### config.mk
export PLATFORM = sky130hd
export DESIGN_NAME = icap_channel
export DESIGN_NICKNAME = d
export VERILOG_FILES = /design/src/rtl/icap_pkg.sv /design/src/rtl/icap_sync.sv /design/src/rtl/icap_filter.sv /design/src/rtl/icap_edge.sv /design/src/rtl/icap_prescale.sv /design/src/rtl/icap_channel.sv
export SDC_FILE = /design/constraint.sdc
export NUM_CORES = 1
export LEC_CHECK = 0
export ABC_AREA = 1
export BUFFER_PORTS_ARGS = -buffer_cell sky130_fd_sc_hd__buf_2
export CAP_MARGIN = 20
export CORE_MARGIN = 2
export CORE_UTILIZATION = 44
export DETAILED_ROUTE_END_ITERATION = 8
export GPL_ROUTABILITY_DRIVEN = 0
export HOLD_SLACK_MARGIN = 0.15
export PLACE_DENSITY = 0.75
export SKIP_CTS_REPAIR_TIMING = 1
export SYNTH_ARGS = -nofsm -noshare
export SYNTH_HDL_FRONTEND = slang
export SYNTH_HIERARCHICAL = 1
export SYNTH_SLANG_ARGS = --single-unit
### constraint.sdc
create_clock -name clk_i -period 1.51 [get_ports clk_i]
set_clock_uncertainty 0.1 [all_clocks]
set_input_delay 0.151 -clock clk_i [delete_from_list [all_inputs] [get_ports clk_i]]
set_output_delay 0.151 -clock clk_i [all_outputs]
set_load 0.05 [all_outputs]
### src/rtl/icap_pkg.sv
package icap_pkg;

  typedef enum logic [1:0] {
    SRC_OWN = 2'd0,
    SRC_NBR = 2'd1,
    SRC_TRG = 2'd2,
    SRC_OFF = 2'd3
  } icap_src_e;

  // Edge qualification: bit0 enables rising, bit1 enables falling.
  function automatic logic edge_pick(input logic [1:0] pol, input logic rise,
                                     input logic fall);
    return (pol[0] & rise) | (pol[1] & fall);
  endfunction

  // Prescaler ratio for a code: 2^code.
  function automatic int unsigned psc_ratio(input int unsigned code);
    return 32'd1 << code;
  endfunction

endpackage

### src/rtl/icap_sync.sv
module icap_sync #(
  parameter int STAGES = 2
) (
  input  logic clk_i,
  input  logic rst_ni,
  input  logic d_i,
  output logic q_o
);
  logic [STAGES-1:0] sr_q;

  generate
    if (STAGES == 1) begin : g_one
      always_ff @(posedge clk_i or negedge rst_ni)
        if (!rst_ni) sr_q <= '0;
        else         sr_q <= d_i;
    end else begin : g_many
      always_ff @(posedge clk_i or negedge rst_ni)
        if (!rst_ni) sr_q <= '0;
        else         sr_q <= {sr_q[STAGES-2:0], d_i};
    end
  endgenerate

  assign q_o = sr_q[STAGES-1];
endmodule

### src/rtl/icap_filter.sv
module icap_filter #(
  parameter int LEN_W = 4
) (
  input  logic             clk_i,
  input  logic             rst_ni,
  input  logic             d_i,
  input  logic [LEN_W-1:0] len_i,
  output logic             q_o
);
  logic [LEN_W-1:0] run_q;
  logic             lvl_q;
  logic             accept;

  // The new level is taken on the N-th consecutive differing sample.
  assign accept = (d_i != lvl_q) && (run_q >= len_i);

  always_ff @(posedge clk_i or negedge rst_ni) begin
    if (!rst_ni) begin
      lvl_q <= 1'b0;
      run_q <= '0;
    end else if (d_i == lvl_q) begin
      run_q <= '0;
    end else if (accept) begin
      lvl_q <= d_i;
      run_q <= '0;
    end else begin
      run_q <= run_q + 1'b1;
    end
  end

  assign q_o = lvl_q;

  // a level change is always a move to the sampled value.
  p_filt_follow_r2: assert property (@(posedge clk_i) disable iff (!rst_ni)
    (lvl_q != $past(lvl_q)) |-> (lvl_q == $past(d_i)));
endmodule

### src/rtl/icap_edge.sv
module icap_edge (
  input  logic clk_i,
  input  logic rst_ni,
  input  logic lvl_i,
  output logic rise_o,
  output logic fall_o
);
  logic prev_q;

  always_ff @(posedge clk_i or negedge rst_ni)
    if (!rst_ni) prev_q <= 1'b0;
    else         prev_q <= lvl_i;

  assign rise_o = lvl_i & ~prev_q;
  assign fall_o = ~lvl_i & prev_q;

  // both edge events can never be active in the same cycle.
  p_edge_excl_r3: assert property (@(posedge clk_i) disable iff (!rst_ni)
    !(rise_o && fall_o));
endmodule

### src/rtl/icap_prescale.sv
module icap_prescale #(
  parameter int CODE_W = 2
) (
  input  logic              clk_i,
  input  logic              rst_ni,
  input  logic              en_i,
  input  logic              evt_i,
  input  logic [CODE_W-1:0] code_i,
  output logic              eff_o
);
  import icap_pkg::*;
  localparam int CW = (1 << CODE_W) - 1;

  logic [CW-1:0] cnt_q;
  logic [CW-1:0] last;

  assign last  = CW'(psc_ratio(32'(code_i)) - 1);
  assign eff_o = en_i && evt_i && (cnt_q >= last);

  always_ff @(posedge clk_i or negedge rst_ni) begin
    if (!rst_ni)     cnt_q <= '0;
    else if (!en_i)  cnt_q <= '0;
    else if (eff_o)  cnt_q <= '0;
    else if (evt_i)  cnt_q <= cnt_q + 1'b1;
  end

  // the event count starts from zero whenever capture is re-enabled.
  p_psc_restart_r10: assert property (@(posedge clk_i) disable iff (!rst_ni)
    $rose(en_i) |-> (cnt_q == '0));
endmodule

### src/rtl/icap_channel.sv
module icap_channel #(
  parameter int CNT_W  = 16,
  parameter int LEN_W  = 4,
  parameter int PSC_W  = 2,
  parameter int STAGES = 2
) (
  input  logic             clk_i,
  input  logic             rst_ni,
  input  logic             ch_i,
  input  logic             nbr_filt_i,
  input  logic             trig_i,
  input  logic             cap_en_i,
  input  logic [LEN_W-1:0] flt_len_i,
  input  logic [1:0]       pol_i,
  input  logic [1:0]       src_i,
  input  logic [PSC_W-1:0] psc_i,
  input  logic             ie_i,
  input  logic             flag_clr_i,
  input  logic             ovr_clr_i,
  input  logic [CNT_W-1:0] cnt_i,
  output logic [CNT_W-1:0] cap_val_o,
  output logic             flag_o,
  output logic             ovr_o,
  output logic             irq_o,
  output logic             filt_o
);
  import icap_pkg::*;

  // Named internal events, brought out for the assertions.
  logic sync_lvl, own_rise, own_fall, nbr_rise, nbr_fall;
  logic qual_evt, eff_evt;
  logic [CNT_W-1:0] cap_q;
  logic flag_q, ovr_q;

  icap_sync #(.STAGES(STAGES)) u_sync (
    .clk_i(clk_i), .rst_ni(rst_ni), .d_i(ch_i), .q_o(sync_lvl));

  icap_filter #(.LEN_W(LEN_W)) u_filt (
    .clk_i(clk_i), .rst_ni(rst_ni), .d_i(sync_lvl), .len_i(flt_len_i),
    .q_o(filt_o));

  icap_edge u_own_edge (
    .clk_i(clk_i), .rst_ni(rst_ni), .lvl_i(filt_o),
    .rise_o(own_rise), .fall_o(own_fall));

  icap_edge u_nbr_edge (
    .clk_i(clk_i), .rst_ni(rst_ni), .lvl_i(nbr_filt_i),
    .rise_o(nbr_rise), .fall_o(nbr_fall));

  always_comb begin
    unique case (icap_src_e'(src_i))
      SRC_OWN: qual_evt = edge_pick(pol_i, own_rise, own_fall);
      SRC_NBR: qual_evt = edge_pick(pol_i, nbr_rise, nbr_fall);
      SRC_TRG: qual_evt = trig_i;
      default: qual_evt = 1'b0;
    endcase
  end

  icap_prescale #(.CODE_W(PSC_W)) u_psc (
    .clk_i(clk_i), .rst_ni(rst_ni), .en_i(cap_en_i), .evt_i(qual_evt),
    .code_i(psc_i), .eff_o(eff_evt));

  always_ff @(posedge clk_i or negedge rst_ni) begin
    if (!rst_ni) begin
      cap_q  <= '0;
      flag_q <= 1'b0;
      ovr_q  <= 1'b0;
    end else begin
      if (eff_evt) cap_q <= cnt_i;
      flag_q <= eff_evt | (flag_q & ~flag_clr_i);
      ovr_q  <= (eff_evt & flag_q) | (ovr_q & ~ovr_clr_i);
    end
  end

  assign cap_val_o = cap_q;
  assign flag_o    = flag_q;
  assign ovr_o     = ovr_q;
  assign irq_o     = flag_q & ie_i;

  // an effective event latches the counter and sets the flag.
  p_cap_latch_r6: assert property (@(posedge clk_i) disable iff (!rst_ni)
    eff_evt |=> (flag_o && cap_val_o == $past(cnt_i)));
  // a capture on a set flag raises the over-capture flag.
  p_ovr_set_r9: assert property (@(posedge clk_i) disable iff (!rst_ni)
    (eff_evt && flag_o) |=> ovr_o);
  // a clear without a concurrent capture drops the flag.
  p_flag_clr_r8: assert property (@(posedge clk_i) disable iff (!rst_ni)
    (flag_clr_i && !eff_evt) |=> !flag_o);
  // no effective event while capture is disabled.
  p_no_cap_off_r10: assert property (@(posedge clk_i) disable iff (!rst_ni)
    !cap_en_i |-> !eff_evt);
  // the unused source code never yields an event.
  p_src_off_r4: assert property (@(posedge clk_i) disable iff (!rst_ni)
    (src_i == 2'd3) |-> !eff_evt);
endmodule

Word-level counts from Yosys, hierarchy flattened. Cells that the tools add are included.

Logic and storage cells: 54. Output and inout bits: 20. Bits in registers: 30.

Bitwise gates (word level): 23. Multiplexer cells: 6. $lt $le $gt $ge: 2. $add $sub $neg: 3. Shift-type cells: 1. Equality and inequality tests: 5. Reduce and logical (&&, ||, !) cells: 5.

Operator list (count): $and 1x1->1 (12); $mux 3 (3); $mux 4 (2); $not 1->1 (7); $add 4x1->4 const B (1); $ge 4x4->1 (1); $or 1x1->1 (4); $add 3x1->3 const B (1); $ge 3x3->1 (1); $logic_and 1x1->1 (3); $ne 3x1->1 const B (1); $pmux 1 s3 (1); $shl 1x2->3 const A (1); $sub 3x1->3 const B (1); $eq 2x1->1 const B (1); $eq 2x2->1 const B (1); $logic_not 2->1 (1); $reduce_and 2->1 (1); $eq 1x1->1 (1); $ne 1x1->1 (1).

Longest topological paths before layout.
Depth in word-level cells: 9. Gate-level depth with buffers: 13. Depth with buffers taken out: 11.

Hierarchy. The synthesis kept the hierarchy.

Modules (own cells, without submodules): icap_channel (cells an instance 89, area each 770.7 um^2, seq. area each 450.4 um^2, instances 1); icap_filter (cells an instance 42, area each 341.6 um^2, seq. area each 125.1 um^2, instances 1); icap_prescale (cells an instance 39, area each 254.0 um^2, seq. area each 75.1 um^2, instances 1); icap_edge (cells an instance 5, area each 40.0 um^2, seq. area each 25.0 um^2, instances 2); icap_sync (cells an instance 2, area each 50.0 um^2, seq. area each 50.0 um^2, instances 1).

Worst setup path after synthesis. Ideal clock, no wire load.

Path kind: flip-flop to flip-flop. Start: register u_filt.lvl_q (netlist: u_filt/q_o). End: register cap_q[4] (netlist: cap_val_o[4]). Buffers on the path: 2. Slack: -0.406 ns. Stages on the path, launching flop included: 14. Arrival time: 1.697 ns. Library setup time: 0.119 ns. Data required time: 1.291 ns. Path through: dfrtp_1 -> inv_1 -> nor2_1 -> nand2_1 -> nand2_1 -> nand2_1 -> nand3_1 -> nand2_1 -> nor2_1 -> buf_6 -> inv_8 -> buf_8 -> nand2_1 -> nand2_1.

Elaborated cells between the ends (all ways): 9. Those cells by class: mux: 1; bitwise: 6; reduce/logical: 2.

RTL lines: start: declaration (line icap_filter.sv:11) `logic lvl_q;`; start signal: assignment (line icap_filter.sv:24) `lvl_q <= d_i;`; $and 1x1->1 (line icap_edge.sv:14) `assign rise_o = lvl_i & ~prev_q;`; net own_rise (line icap_channel.sv:30) `logic sync_lvl, own_rise, own_fall, nbr_rise, nbr_fall;`; $and 1x1->1 (line icap_pkg.sv:13) `return (pol[0] & rise) | (pol[1] & fall);`; $or 1x1->1 (line icap_pkg.sv:13); $pmux 1 s3 (line icap_channel.sv:51) `unique case (icap_src_e'(src_i))`; net qual_evt (line icap_channel.sv:31) `logic qual_evt, eff_evt;`; $logic_and 1x1->1 (2 in series) (line icap_prescale.sv:18) `assign eff_o = en_i && evt_i && (cnt_q >= last);`; net eff_evt (line icap_channel.sv:31); end signal: assignment (line icap_channel.sv:69) `if (eff_evt) cap_q <= cnt_i;`; end: declaration (line icap_channel.sv:32) `logic [CNT_W-1:0] cap_q;`.

The timed path passes the listed nets, and every way through them passes these cells. A chain may end at the register's enable or synchronous reset.

Worst setup path after layout.
Start: register u_psc.cnt_q[2]. End: register cap_q[11] (netlist: cap_val_o[11]).

Cells in the longest elaborated chain, start to end: 2.

RTL lines: start: declaration (line icap_prescale.sv:14) `logic [CW-1:0] cnt_q;`; start signal: assignment (line icap_prescale.sv:24) `else if (evt_i) cnt_q <= cnt_q + 1'b1;`; $ge 3x3->1 (line icap_prescale.sv:18); $logic_and 1x1->1 (line icap_prescale.sv:18); net eff_evt (line icap_channel.sv:31).

The timed path passes the listed nets, and every way through them passes these cells.

==> reports/results.tsv <==
metric	value	unit
slowest_stage	dfrtp_1	
hpwlAfterDp	2196	µm
crit_type	flip-flop to flip-flop	
rrSetupSlack	-30	ps
crit_path_end_kind	flip-flop	
fp.dieH	62.32	µm
min_period_over_period	101.9	%
critPathMaxFanout	14	
hp-start	nbr_filt_i	
final-setup-viol-count	15	
synth_cells	182	
holdPathStages	1	
synth-async-reset-ratio	100.0	%
via_per_inst	4.340	
hold_end	u_nbr_edge/prev_q$_DFF_PN0_	
syn-num-nets	226	
grt_usage	15.90	%
crit_top_cell	nand2_1	
drt_iter0_markers	25	
cts_buffers	5	
outcome	complete, but fails checks	
seq_power_share	36.9	%
nFillCells	288	
row_count	21	
p_int	1725	µW
multiInputGateArea	661.9	µm²
drive_gt1_share	34.19	%
coreArea	3311	µm²
power.density	1479	nW/µm²
cp_data_arrival_time	1700	ps
cts.sinks	30	
synth_edf_count	0	
wl_per_cell	10.20	µm
comb_power_share	48.2	%
port_buffers	54	
ys_types	20	
dpl_cell_area	1896	µm²
initial_core_util	45.20	%
cts_root_buf	clkbuf_4	
r2r-start	u_psc/cnt_q[2]$_DFFE_PN0P_	
irDropWorstVdd	0.001035	V
holdCritPathClass	input port to flip-flop	
p_sw_share	47.09	%
place_ws	-303.8	ps
final_cell_mix	75 x nand2_1, 54 x buf_2, 29 x dfrtp_1, 24 x inv_1, 21 x dlygate4sd3_1	
p_leak	0.001278	µW
reg2reg_depth	8	
synth-seq-area-share	50.17	%
fin_ws	-29.08	ps
vias	1380	
finalHoldViolations	1	
r2r_end	cap_val_o[11]$_DFFE_PN0P_	
grt-ovfl-total	0	
chipWidth	62.32	µm
synth-main-ff-cell	dfrtp_1	
ant_nets	0	
pin_count	55	
max_freq	649.7	MHz
rsz0062_at_grt	yes	
relSlewSlack	74.87	%
wirelength	3245	µm
layout_commonest_cell	nand2_1	
num-nets-final	315	
seqCellArea	752.0	µm²
drc_errors	0	
htree_num_levels	2	
avgSynthCellArea	8.222	µm²
drv_cap	0	
crit_buf_inv	2	
grt_pass1_wl	4940	µm
first_pass_iters	4	
insertion_delay	310	ps
final_area	2205	µm²
crit_family	flip-flops	
cp-start-kind	flip-flop	
crit_start	u_psc/cnt_q[2]$_DFFE_PN0P_	
clockPowerShare	14.9	%
violations	hold timing, setup timing	
cp_data_required_time	1670	ps
critPathMaxStageDelay	420	ps
power	3260	µW
tightest_slew	376.9	ps
diodes	0	
fin_hold_ws	-126.9	ps
cts_tree	done	
slew_violations	0	
grt_pass1_vias	1220	
period_minus_slack	1539	ps
path_cells	ha_4, nand2_1, inv_1, a21oi_4, nor2_4, buf_12, nand2_1, nand2_1	
die-area	3883	µm²
ys_seq_elements	30	
antenna_found_initial	0	
clockBufferDepth	2	
grt_max_degree	31	
netlist_area	1496	µm²
area_growth	47.32	%
switchingPower	1535	µW
clkTransAtPathRegs	90	ps
yosys_warnings	6	
worst max path at each step:
stage                                      to  slack (ps)  depth (start not counted)
detailed placement   cap_val_o[6]$_DFFE_PN0P_        -300                         10
global route         cap_val_o[7]$_DFFE_PN0P_        -140                         11
global placement     cap_val_o[5]$_DFFE_PN0P_        -270                         10
finish              cap_val_o[11]$_DFFE_PN0P_         -30                          8
CTS                 cap_val_o[11]$_DFFE_PN0P_        -170                          8
floorplan            cap_val_o[4]$_DFFE_PN0P_        -170                         13
area by class of cell:
class	instances	area share [%]
Inverter	26	4.767
Multi-Input combinational cell	123	30.02
Tap cell	46	2.611
Sequential cell	30	34.11
Clock buffer	7	2.497
Timing Repair Buffer	85	25.77
Clock inverter	1	0.2270
metal layers:
| metal | global-route usage, % | vias to the layer above | wire (µm) |
|---|---|---|---|
| li1 | - | 725 | - |
| met1 | 19.27 | 605 | 1412 |
| met2 | 26.77 | 48 | 1594 |
| met3 | 5.435 | 2 | 226 |
| met4 | 5.000 | 0 | 12 |
| met5 | 0 | - | 0 |
synth_stat cells (2+ instances only):
cell type   n  area share [%]
a21oi_2     2             1.2
inv_1      25             6.3
nand2_2     3             1.3
nand2_1    79              20
ha_1        9             7.5
nand3_1     5             1.7
dfrtp_1    30              50
nor2_1     17             4.3
flip-flops by register name (all words and copies together) (netlist names):
register           cells
u_filt/q_o             1
u_psc/cnt_q            3
u_own_edge/prev_q      1
ovr_o                  1
u_filt/run_q           4
cap_val_o             16
u_nbr_edge/prev_q      1
flag_o                 1
u_sync/sr_q            2
power groups by stage:
stage	Combinational, µW	Sequential [µW]	Clock [µW]
final	1570	1200	485
after floorplan	413	1910	0
after CTS	1520	1200	505
after global placement	1490	1220	0
after detailed placement	1520	1210	0
after global routing	1690	1240	548
logic make-up after synthesis:
family | Yosys count | share of synthesized area [%]
adders and majority gates | 9 | 7.525
and+or+nand+nor | 108 | 29.10
buffers and inverters | 29 | 9.698
AOI/OAI and AO/OA | 4 | 2.341
xor gates and xnor gates | 2 | 1.171
DFF | 30 | 50.17
per-stage QoR:
step | TNS (ps) | util [%] | std cells
floorplan | -1998 | - | 182
global placement | -4579 | 57.26 | 289
detailed placement | -5197 | 57.26 | 289
CTS | -2758 | 59.07 | 297
global route | -2074 | 66.59 | 318
finish | -248.8 | 66.59 | 318
No activity file was read; power rests on OpenSTA's default activity.
